[config.mk]
export PLATFORM = sky130hd
export DESIGN_NAME = pwr_gate_ctrl
export DESIGN_NICKNAME = d
export VERILOG_FILES = /design/src/rtl/pwr_pkg.sv /design/src/rtl/stop_bank.sv /design/src/rtl/access_gate.sv /design/src/rtl/sleep_ctl.sv /design/src/rtl/pwr_gate_ctrl.sv
export SDC_FILE = /design/constraint.sdc
export NUM_CORES = 1
export LEC_CHECK = 0
export BUFFER_PORTS_ARGS = -buffer_cell sky130_fd_sc_hd__buf_4
export CORE_UTILIZATION = 46
export DETAILED_ROUTE_END_ITERATION = 16
export PLACE_DENSITY = 0.77
export SLEW_MARGIN = 0
export SYNTH_ARGS = -nofsm -noshare
export SYNTH_HDL_FRONTEND = slang
export SYNTH_HIERARCHICAL = 1
export SYNTH_SLANG_ARGS = --single-unit
export TNS_END_PERCENT = 20
[constraint.sdc]
create_clock -name clk -period 1.8 [get_ports clk]
set_input_delay 0.18 -clock clk [delete_from_list [all_inputs] [get_ports clk]]
set_output_delay 0.18 -clock clk [all_outputs]
set_load 0.1 [all_outputs]
[src/rtl/pwr_pkg.sv]
package pwr_pkg;
  localparam int unsigned DEF_SLOTS = 16;
  localparam int unsigned DEF_DW    = 16;

  typedef enum logic [1:0] {
    HALT_IDLE  = 2'b00,
    HALT_ENTER = 2'b01,
    HALT_CLEAR = 2'b10
  } halt_cmd_e;

  function automatic halt_cmd_e decode_halt(input logic slp, input logic stby, input logic wk);
    if (wk)              return HALT_CLEAR;
    else if (slp && !stby) return HALT_ENTER;
    else                 return HALT_IDLE;
  endfunction
endpackage

[src/rtl/stop_bank.sv]
module stop_bank #(
  parameter int unsigned SLOTS   = 16,
  parameter int unsigned DMA_IDX = 0,
  parameter int unsigned XFR_IDX = 1,
  parameter int unsigned RAM_IDX = 2
) (
  input  logic             clk,
  input  logic             rst,
  input  logic             wr,
  input  logic [SLOTS-1:0] wdata,
  input  logic             apply,
  output logic [SLOTS-1:0] req_q,
  output logic [SLOTS-1:0] stop_q
);
  logic [SLOTS-1:0] boot_mask;

  for (genvar g = 0; g < SLOTS; g++) begin : g_mask
    assign boot_mask[g] = !((g == DMA_IDX) || (g == XFR_IDX) || (g == RAM_IDX));
  end

  always_ff @(posedge clk) begin
    if (rst) begin
      req_q  <= boot_mask;
      stop_q <= boot_mask;
    end else begin
      if (wr)    req_q  <= wdata;
      if (apply) stop_q <= req_q;
    end
  end
endmodule

[src/rtl/access_gate.sv]
module access_gate #(
  parameter int unsigned SLOTS = 16,
  parameter int unsigned DW    = 16,
  localparam int unsigned SW   = (SLOTS > 1) ? $clog2(SLOTS) : 1
) (
  input  logic             clk,
  input  logic             rst,
  input  logic [SLOTS-1:0] stop_q,
  input  logic             req,
  input  logic             we,
  input  logic [SW-1:0]    sel,
  input  logic [DW-1:0]    rdata_in,
  output logic             wr_out,
  output logic [DW-1:0]    rdata_out,
  output logic             done
);
  logic allowed;
  assign allowed = req && !stop_q[sel];

  always_ff @(posedge clk) begin
    if (rst) begin
      wr_out    <= 1'b0;
      rdata_out <= '0;
      done      <= 1'b0;
    end else begin
      wr_out    <= allowed && we;
      rdata_out <= (allowed && !we) ? rdata_in : '0;
      done      <= req;
    end
  end
endmodule

[src/rtl/sleep_ctl.sv]
module sleep_ctl
  import pwr_pkg::*;
(
  input  logic clk,
  input  logic rst,
  input  logic sleep_req,
  input  logic standby_sel,
  input  logic wake,
  output logic halt
);
  halt_cmd_e cmd;
  assign cmd = decode_halt(sleep_req, standby_sel, wake);

  always_ff @(posedge clk) begin
    if (rst) begin
      halt <= 1'b0;
    end else begin
      unique case (cmd)
        HALT_ENTER: halt <= 1'b1;
        HALT_CLEAR: halt <= 1'b0;
        default:    halt <= halt;
      endcase
    end
  end
endmodule

[src/rtl/pwr_gate_ctrl.sv]
module pwr_gate_ctrl #(
  parameter int unsigned SLOTS   = pwr_pkg::DEF_SLOTS,
  parameter int unsigned DW      = pwr_pkg::DEF_DW,
  parameter int unsigned DMA_IDX = 0,
  parameter int unsigned XFR_IDX = 1,
  parameter int unsigned RAM_IDX = 2,
  parameter int unsigned SER_IDX = 5,
  localparam int unsigned SW     = (SLOTS > 1) ? $clog2(SLOTS) : 1
) (
  input  logic             clk,
  input  logic             rst,
  input  logic             reg_wr,
  input  logic [SLOTS-1:0] reg_wdata,
  output logic [SLOTS-1:0] reg_rdata,
  input  logic             bus_end,
  output logic [SLOTS-1:0] run_en,
  output logic             ser_reset,
  input  logic             acc_req,
  input  logic             acc_we,
  input  logic [SW-1:0]    acc_sel,
  input  logic [DW-1:0]    mod_rdata,
  output logic             mod_wr,
  output logic [DW-1:0]    acc_rdata,
  output logic             acc_done,
  input  logic             sleep_req,
  input  logic             standby_sel,
  input  logic             wake,
  output logic             cpu_halt
);
  logic [SLOTS-1:0] req_q;
  logic [SLOTS-1:0] stop_q;

  stop_bank #(
    .SLOTS(SLOTS), .DMA_IDX(DMA_IDX), .XFR_IDX(XFR_IDX), .RAM_IDX(RAM_IDX)
  ) u_bank (
    .clk(clk), .rst(rst), .wr(reg_wr), .wdata(reg_wdata),
    .apply(bus_end), .req_q(req_q), .stop_q(stop_q)
  );

  access_gate #(.SLOTS(SLOTS), .DW(DW)) u_gate (
    .clk(clk), .rst(rst), .stop_q(stop_q), .req(acc_req), .we(acc_we),
    .sel(acc_sel), .rdata_in(mod_rdata), .wr_out(mod_wr),
    .rdata_out(acc_rdata), .done(acc_done)
  );

  sleep_ctl u_sleep (
    .clk(clk), .rst(rst), .sleep_req(sleep_req), .standby_sel(standby_sel),
    .wake(wake), .halt(cpu_halt)
  );

  assign reg_rdata = req_q;
  assign run_en    = ~stop_q;
  assign ser_reset = stop_q[SER_IDX];
endmodule

==> Word-level counts from Yosys, hierarchy flattened <==
Cells that the tools add are included.
{ "classes": {"n_div": 0, "n_reduce_logical": 9, "bitwise_logic": 2, "n_addsub": 0, "n_mul": 0, "n_eq_ne": 2, "order_cmp": 1, "n_mux": 5, "shift": 0} }
{ "ops": {"columns": ["cell", "count"], "rows": [
  ["16-bit NOT", 1],
  ["4-bit by 5-bit < comparator with 1-bit output, second input constant", 1],
  ["1-bit binary-select mux with 4-bit select", 1],
  ["1-bit logical AND", 4],
  ["1-bit logical NOT", 3],
  ["2-bit by 1-bit == test with 1-bit output, second input constant", 1],
  ["2-bit == test, second input constant", 1],
  ["1-bit 2-to-1 mux", 2],
  ["2-bit 2-to-1 mux", 1],
  ["1-bit case mux with 2 select lines", 1],
  ["2-bit nonzero test", 1],
  ["2-bit OR reduction", 1],
  ["1-bit NOT", 1]
]} }
{ "totals": {"out_inout_bits": 52, "ramBits": 0, "latch_bits": 0, "mem_count": 0, "romBits": 0, "reg_bits": 51} }

==> Longest topological paths before layout <==
Gate-level depths: netlist of run 1.
{ "depth": {"ltp_word": 7, "ltp_mapped": 5} }

==> Cells and area by module <==
Netlist of run 1, hierarchy kept.
{ "by_module_without_submodules": {"columns": ["mod", "seq_area_each_um2", "cells_per_inst", "n_inst", "area_each_um2"], "rows": [
  ["stop_bank", 640.6, 105, 1, 1196.1],
  ["access_gate", 360.3, 69, 1, 734.5],
  ["pwr_gate_ctrl", 0.0, 16, 1, 60.1],
  ["sleep_ctl", 20.0, 4, 1, 45.0]
]} }

==> Worst setup path after synthesis of run 1 <==
No wires, ideal clock.
{ "synth_timing": {"kind": "reg-to-reg", "startpoint": "register u_bank.stop_q[5]", "endpoint": "register u_gate.rdata_out[0]", "path_buffers": 1, "synth_period_minus_slack_ns": 2.021, "t_required_ns": 1.688, "setup_ns": 0.112, "path_slack_ns": -0.221, "t_arrival_ns": 1.909, "path_stages_with_launch": 6, "cell_sequence": "dfxtp_1 > mux4_1 > mux2i_1 > o22ai_2 > buf_6 > nor2_1"} }
{ "synth_via": {"elab_chain_cells": 7} }
{ "synth_lines": {"columns": ["item", "line_no", "text"], "rows": [
  ["start, declared", "stop_bank.sv:13", "output logic [SLOTS-1:0] stop_q"],
  ["start signal, assigned", "stop_bank.sv:24", "stop_q <= boot_mask;"],
  ["start signal, assigned", "stop_bank.sv:27", "if (apply) stop_q <= req_q;"],
  ["1-bit binary-select mux with 4-bit select", "access_gate.sv:18", "assign allowed = req && !stop_q[sel];"],
  ["1-bit 2-to-1 mux (not written as such)", "access_gate.sv:18", null],
  ["1-bit logical NOT", "access_gate.sv:18", null],
  ["1-bit logical AND", "access_gate.sv:18", null],
  ["1-bit logical AND", "access_gate.sv:27", "rdata_out <= (allowed && !we) ? rdata_in : '0;"],
  ["1-bit NOT (no line)", null, null],
  ["2-bit OR reduction (no line)", null, null],
  ["end signal, assigned", "access_gate.sv:27", null],
  ["end, declared", "access_gate.sv:14", "output logic [DW-1:0] rdata_out,"]
]} }
No other way between the ends. The select of a mux whose other input is x is not followed.
A chain may end at the register's enable or synchronous reset.

==> Worst setup path after layout of run 1 <==
{ "layout_timing": {"startpoint": "register u_bank.stop_q[10]", "endpoint": "register u_gate.wr_out"} }
{ "layout_via": {"elab_chain_cells": 5} }
{ "layout_lines": {"columns": ["item", "line_no", "text"], "rows": [
  ["1-bit binary-select mux with 4-bit select", "access_gate.sv:18", null],
  ["1-bit 2-to-1 mux (not written as such)", "access_gate.sv:18", null],
  ["1-bit logical NOT", "access_gate.sv:18", null],
  ["1-bit logical AND", "access_gate.sv:18", null],
  ["1-bit logical AND", "access_gate.sv:26", "wr_out <= allowed && we;"],
  ["end signal, assigned", "access_gate.sv:26", null],
  ["end, declared", "access_gate.sv:13", "output logic wr_out,"]
]} }
No other way between the ends. The select of a mux whose other input is x is not followed.

==> results of run 1 <==
## registers in the layout, indices dropped and copies added (netlist names)
signal	flops
u_sleep/halt	1
u_bank/stop_q	16
u_gate/rdata_out	16
u_gate/done	1
u_bank/req_q	16
u_gate/wr_out	1
## power breakdown
group          internal, mW  switching, mW  total (mW)
clock network         0.278          0.381       0.659
logic                 0.216          0.548       0.764
registers              1.18         0.0371        1.22
total                  1.68          0.966        2.64
## per-stage QoR
| step | utilization | std cells | hold WS, ns | cell area [µm²] |
|---|---|---|---|---|
| 2_1_floorplan | - | 194 | 0.252 | 2040 |
| 3_3_place_gp | 0.659 | 327 | 0.384 | 2710 |
| 3_5_place_dp | 0.659 | 327 | 0.388 | 2710 |
| 4_1_cts | 0.681 | 335 | 0.0679 | 2800 |
| 5_1_grt | 0.681 | 335 | 0.0575 | 2800 |
| 6_report | 0.681 | 335 | 0.0796 | 2800 |
## synthesized netlist by cell type (2+ instances only)
library cell | n | area, µm²
nand3b_1 | 16 | 120
buf_8 | 2 | 30.0
mux4_1 | 3 | 78.8
buf_6 | 3 | 33.8
nor2_1 | 23 | 86.3
clkbuf_1 | 2 | 7.51
mux2i_1 | 7 | 70.1
nor2b_1 | 28 | 175
a211o_1 | 26 | 228
mux2_2 | 2 | 22.5
buf_2 | 3 | 15.0
nand2_1 | 2 | 7.51
buf_4 | 2 | 15.0
inv_1 | 16 | 60.1
dfxtp_1 | 51 | 1020
## layout make-up
cell class | count | area, µm² | share of cell area
timing repair buffer | 96 | 721 | 0.257
clock inverter | 3 | 23.8 | 0.00848
inverter | 16 | 60.1 | 0.0214
clock buffer | 5 | 68.8 | 0.0246
multi-input combinational | 114 | 845 | 0.301
tap | 50 | 62.6 | 0.0223
sequential | 51 | 1020 | 0.365
## layout by cell type, fill, tap and decap left out
| cell type | count |
|---|---|
| a211o_1 | 26 |
| buf_4 | 96 |
| clkbuf_8 | 5 |
| clkinvlp_4 | 2 |
| dfxtp_1 | 50 |
| dfxtp_2 | 1 |
| inv_1 | 16 |
| inv_6 | 1 |
| mux2_2 | 2 |
| mux2i_1 | 7 |
| mux4_1 | 3 |
| nand2_1 | 2 |
| nand2b_1 | 1 |
| nand3b_1 | 16 |
| nor2_1 | 23 |
| nor2b_1 | 28 |
| nor2b_4 | 1 |
| nor3_1 | 1 |
| o21a_1 | 1 |
| o21ai_0 | 1 |
| o22ai_1 | 1 |
| o22ai_2 | 1 |
## worst reg2reg max path, cell delays in order, from the launching register on
cell and delay [ns]:
dfxtp_1 0.33, mux4_1 0.50, o22ai_1 0.20, o22ai_2 0.25
nor3_1 0.23
## layer usage
| layer | up-vias | track usage | wire [µm] |
|---|---|---|---|
| met2 | 68 | 0.316 | 2040 |
| met4 | 0 | 0.0859 | 20 |
| met5 | - | 0 | 0 |
| met3 | 2 | 0.0625 | 430 |
| li1 | 833 | - | - |
| met1 | 725 | 0.234 | 1920 |
## cells by family (layout without fill, tap and decap cells)
logic type,count (synthesis),count (layout),synth area share
AND/OR/NAND/NOR,72,72,0.203
flip-flops,51,51,0.502
AO/OA/AOI/OAI,30,30,0.127
buffers and inverters,29,120,0.0836
multiplexers,12,12,0.0842
## worst paths after layout
kind                              endpoint  slack [ns]                      startpoint
max               u_gate/wr_out$_SDFF_PP0_        0.22  u_bank/stop_q[10]$_SDFFE_PP1P_
min reg2reg      u_sleep/halt$_SDFFE_PP0P_        0.47       u_sleep/halt$_SDFFE_PP0P_
min          u_bank/req_q[11]$_SDFFE_PP1P_        0.08                   reg_wdata[11]
max reg2reg       u_gate/wr_out$_SDFF_PP0_        0.22  u_bank/stop_q[10]$_SDFFE_PP1P_
==> results.md, run 1 <==
- Global-route wire length before repair: 6.64 mm
- CP Capture Type: flop
- Worst path required time: around 2.0 ns
- Die footprint: roughly 4700 µm²
- Hold Path Cell Cnt: 2
- Worst-margin pin slew: 1.01 ns
- Nets: around 330
- Slowest CP cell: mux4_1
- Number of global-route vias before repair: 1,488
- Max Root-Sink Buffers: 2
- # Post-CTS Setup Buffers: 0
- Inserted Clock Buffers: 5
- Post-synthesis sequential area ratio: 0.502
- Diodes inserted: 0
- ANT nets after route: 0
- Pre-CTS setup slack: just under 0.2 ns
- CORE AREA: just over 4000 µm²
- Synth Cell Area: ~2000 µm²
- FFs w/ async S/R, synth: 0
- Avg Synthesized Cell Area: 10.5 µm²
- Pwr Density: roughly 940 nW/µm²
- Status: finished, final reports clean
- Slack of the critical path: between 0.2 and 0.25 ns
- PortBufs: 96
- Crit share post-route: 0.878
- Worst-path fanout max: 17
- FMAX: 633 MHz
- Setup TNS: 0 ns
- Vias per cell: between 4 and 5
- Overflow after GRT: 0
- Clock sinks: 51
- TritonRoute pass-1 iters: 5
- Top-Level Pins: 97
- Die width: about 69 µm
- Final hold vios: 0
- Area Growth Syn to Fin: 37.7%
- HP Class: input port to flop
- Min Tclk post-route: approximately 1.6 ns
- Setup crit start kind: flop
- Layout cells sized above 1: 0.382
- CTS root buf: clkbuf_8
- Post-CTS sizing: 0
- Worst path bufs/invs: 0
- Initial Util: 0.495
- Largest net degree at the start of global routing: 52
- Worst-path cell chain: mux4_1 > o22ai_1 > o22ai_2 > nor3_1
- Slew Limit Fails: 0
- Vias post-DR: around 1,600
- Post-synth EDFFs: 0
- Final GP Congestion: 0.763
- Total GRT Usage: 0.195
- DR iter-0 viols: between 90 and 100
- RSZ-0062 raised after global routing: false
- Hold-fix buffer count after cts: 0
- Worst R2R Path Depth: 4
- Stages on the worst setup path: 4
- CTS H-tree depth: 2
- #FFs+latches synth: a little over 50
- CP peak stage delay: 0.50 ns
- Antenna violations before repair: 0
- Num rows: 23
- Kind of critical path: flop to flop
- Total power: 2.64 mW
- Hpwl dp: 3.17 mm
- Leakage Power: 1.35 nW
- DRC Markers: 0
- Endpoints failing setup: 0
- Fin Clk Skew: between 0.009 and 0.01 ns
- Slew Limit Headroom: 0.324
- Clock edge transition at the registers on the reported setup and hold paths: 0.10 ns
- Worst-skew pair later-pin latency: about 0.30 ns
- CTS tree: built
- Fillers: between 300 and 400
- Worst vdd ir: about 0.57 mV
- Die Ht: 68.5 µm
- Number of max-cap violations: 0
- Syn. warnings: 6
- Cell variety after synth: 23
- Delay-heaviest family, CP: multiplexers
- Post-Syn Instances: 194
- Routed wire length per instance: between 10 and 15 µm
- Final wirelength: around 4.4 mm
- Synth Net Count: ~240
- Post-synth top flop: dfxtp_1
- Crit path DAT: between 1.5 and 2 ns
Power figures use the tool's default switching activity.
==> run 2, diff against run 1 <==
- CORE_UTILIZATION: 46 -> 39
- PLACE_DENSITY: 0.77 -> 0.67
- SLEW_MARGIN: 0 -> 20
==> run 2 against run 1 <==
Compared with the run above: critical path depth did not move; non-clock buffer count did not move; fmax shrank 0.86%; clock skew is 0.0044 ns higher; final cell count up 5.1%; first-iteration DRC count up 13%; power grew 1.0%; final area is 0.94% higher; via count is 2.0% higher.
==> results.md, run 2 (synthesis results as in run 1) <==
- Status: finished, final reports clean
- DRC Markers: 0 (unchanged)
- Commonest non-fill, non-tap cell in the layout: buf_4
- Kind of critical path: flop to flop
- Area Growth Syn to Fin: 39.0%
- Die footprint: 5510 µm² (+17%)
- Total GRT Usage: 0.168 (-0.0270)
- Number of global-route vias before repair: 1,468 (-1.3%)
- Worst-path fanout max: 17 (unchanged)
- Total power: 2.67 mW (+1.0%)
- Max Root-Sink Buffers: 2 (unchanged)
- Worst-margin pin slew: 0.728 ns (-0.284 ns)
- Diodes inserted: 0 (unchanged)
- Slew Limit Fails: 0 (unchanged)
- Final core utilization: 0.580 (-0.101)
- Final GP Congestion: 0.697 (-8.7%)
- Clock sinks: 51 (unchanged)
- Final hold vios: 0 (unchanged)
- Leakage Power: 1.36 nW (+0.70%)
- Post-Layout Cell Count: 352 (+5.1%)
- Crit share post-route: 0.885 (+0.00758)
- Worst-skew pair later-pin latency: 0.31 ns (about the same)
- Final wirelength: 4.60 mm (+4.2%)
- CTS root buf: clkbuf_8
- Die width: 74.2 µm (+8.3%)
- Slew Limit Headroom: 0.514 (+0.191)
- Hold_ws: 0.0814 ns (+0.00189 ns)
- Hold-fix buffer count after cts: 0 (unchanged)
- Routed wire length per instance: 13.1 µm (-0.86%)
- Overflow after GRT: 0 (unchanged)
- PortBufs: 96 (unchanged)
- RSZ-0062 raised after global routing: false
- Min Tclk post-route: 1.59 ns (+0.0136 ns)
- Clock edge transition at the registers on the reported setup and hold paths: 0.10 ns (about the same)
- Layout cells sized above 1: 0.386 (+0.00351)
- CP Capture Type: flop
- # Post-CTS Setup Buffers: 0 (unchanged)
- HP Class: input port to flop
- Setup TNS: 0 ns (unchanged)
- ANT nets after route: 0 (unchanged)
- Top-Level Pins: 97 (unchanged)
- Most frequent cells in the layout: 96 x buf_4, 50 x dfxtp_1, 27 x nor2b_1, 26 x a211o_1, 23 x nor2_1
- Vias per cell: 4.72 (-3.0%)
- CTS H-tree depth: 2 (unchanged)
- Hpwl dp: 3.21 mm (+1.4%)
- Die Ht: 74.2 µm (+8.3%)
- CORE AREA: 4880 µm² (+19%)
- Number of max-cap violations: 0 (unchanged)
- Setup crit start kind: flop
- Placed cells: 344 (+5.2%)
- Top flop regs: u_bank/req_q x16, u_bank/stop_q x16, u_gate/rdata_out x16
- DR iter-0 viols: 103 (+13%)
- Global-route wire length before repair: 6.96 mm (+4.8%)
- Largest net degree at the start of global routing: 52 (unchanged)
- FMAX: 628 MHz (-0.86%)
- Inserted Clock Buffers: 5 (unchanged)
- Endpoints failing setup: 0 (unchanged)
- Post-CTS sizing: 0 (unchanged)
- Fin Clk Skew: 0.0135 ns (+0.00436 ns)
- Worst vdd ir: 0.496 mV (-13%)
- Num rows: 25 (+8.7%)
- Pwr Density: 945 nW/µm² (about the same)
- Crit path DAT: 1.83 ns (+0.02 ns)
- Antenna violations before repair: 0 (unchanged)
- Vias post-DR: 1,660 (+2.0%)
- CTS tree: built
- Initial Util: 0.417 (-0.0775)
- TritonRoute pass-1 iters: 4 (-1)
- Worst path required time: 2.04 ns (about the same)
- Nets: 329 (unchanged)
-- run 2: path summary, 6_finish.rpt --
path / startpoint / end / slack [ns] / cells past startpoint
min: reg_wdata[9] / u_bank/req_q[9]$_SDFFE_PP1P_ / 0.08 / 2
max reg2reg: u_bank/stop_q[8]$_SDFFE_PP1P_ / u_gate/wr_out$_SDFF_PP0_ / 0.21 / 4
max: u_bank/stop_q[8]$_SDFFE_PP1P_ / u_gate/wr_out$_SDFF_PP0_ / 0.21 / 4
min reg2reg: u_sleep/halt$_SDFFE_PP0P_ / u_sleep/halt$_SDFFE_PP0P_ / 0.48 / 1
-- run 2: final cells by class --
| class | instances | area (µm²) |
|---|---|---|
| Clock inverter | 3 | 26.3 |
| Sequential cell | 51 | 1020 |
| Inverter | 16 | 60.1 |
| Timing Repair Buffer | 96 | 721 |
| Clock buffer | 5 | 68.8 |
| Fill cell | 460 | 2050 |
| Tap cell | 67 | 83.8 |
| Multi-Input combinational cell | 114 | 847 |
-- run 2: metrics by stage --
step	cell area, µm²	setup slack (ns)
6_report	2830	0.207
5_1_grt	2830	0.0657
4_1_cts	2830	0.167
3_5_place_dp	2730	0.155
3_3_place_gp	2730	0.207
2_1_floorplan	2040	0.147
-- run 2: power by group --
group,internal (mW),switching [mW],leakage (nW)
Combinational,0.217,0.550,0.891
Clock,0.287,0.396,0.0491
Sequential,1.18,0.0380,0.419
Total,1.69,0.984,1.36
-- run 2: worst max-delay path, cell delays in order (launching register included) --
cell and delay, ns:
dfxtp_1 0.35, mux4_1 0.50, o22ai_1 0.20, o22ai_2 0.26
nor3_1 0.23
-- run 2: metal layers --
layer	part of all wire	vias to the layer above	GRT usage
met5	0	-	0
met4	0.0050	0	0.0566
met3	0.076	2	0.0461
met2	0.47	67	0.272
met1	0.45	758	0.217
li1	-	833	-
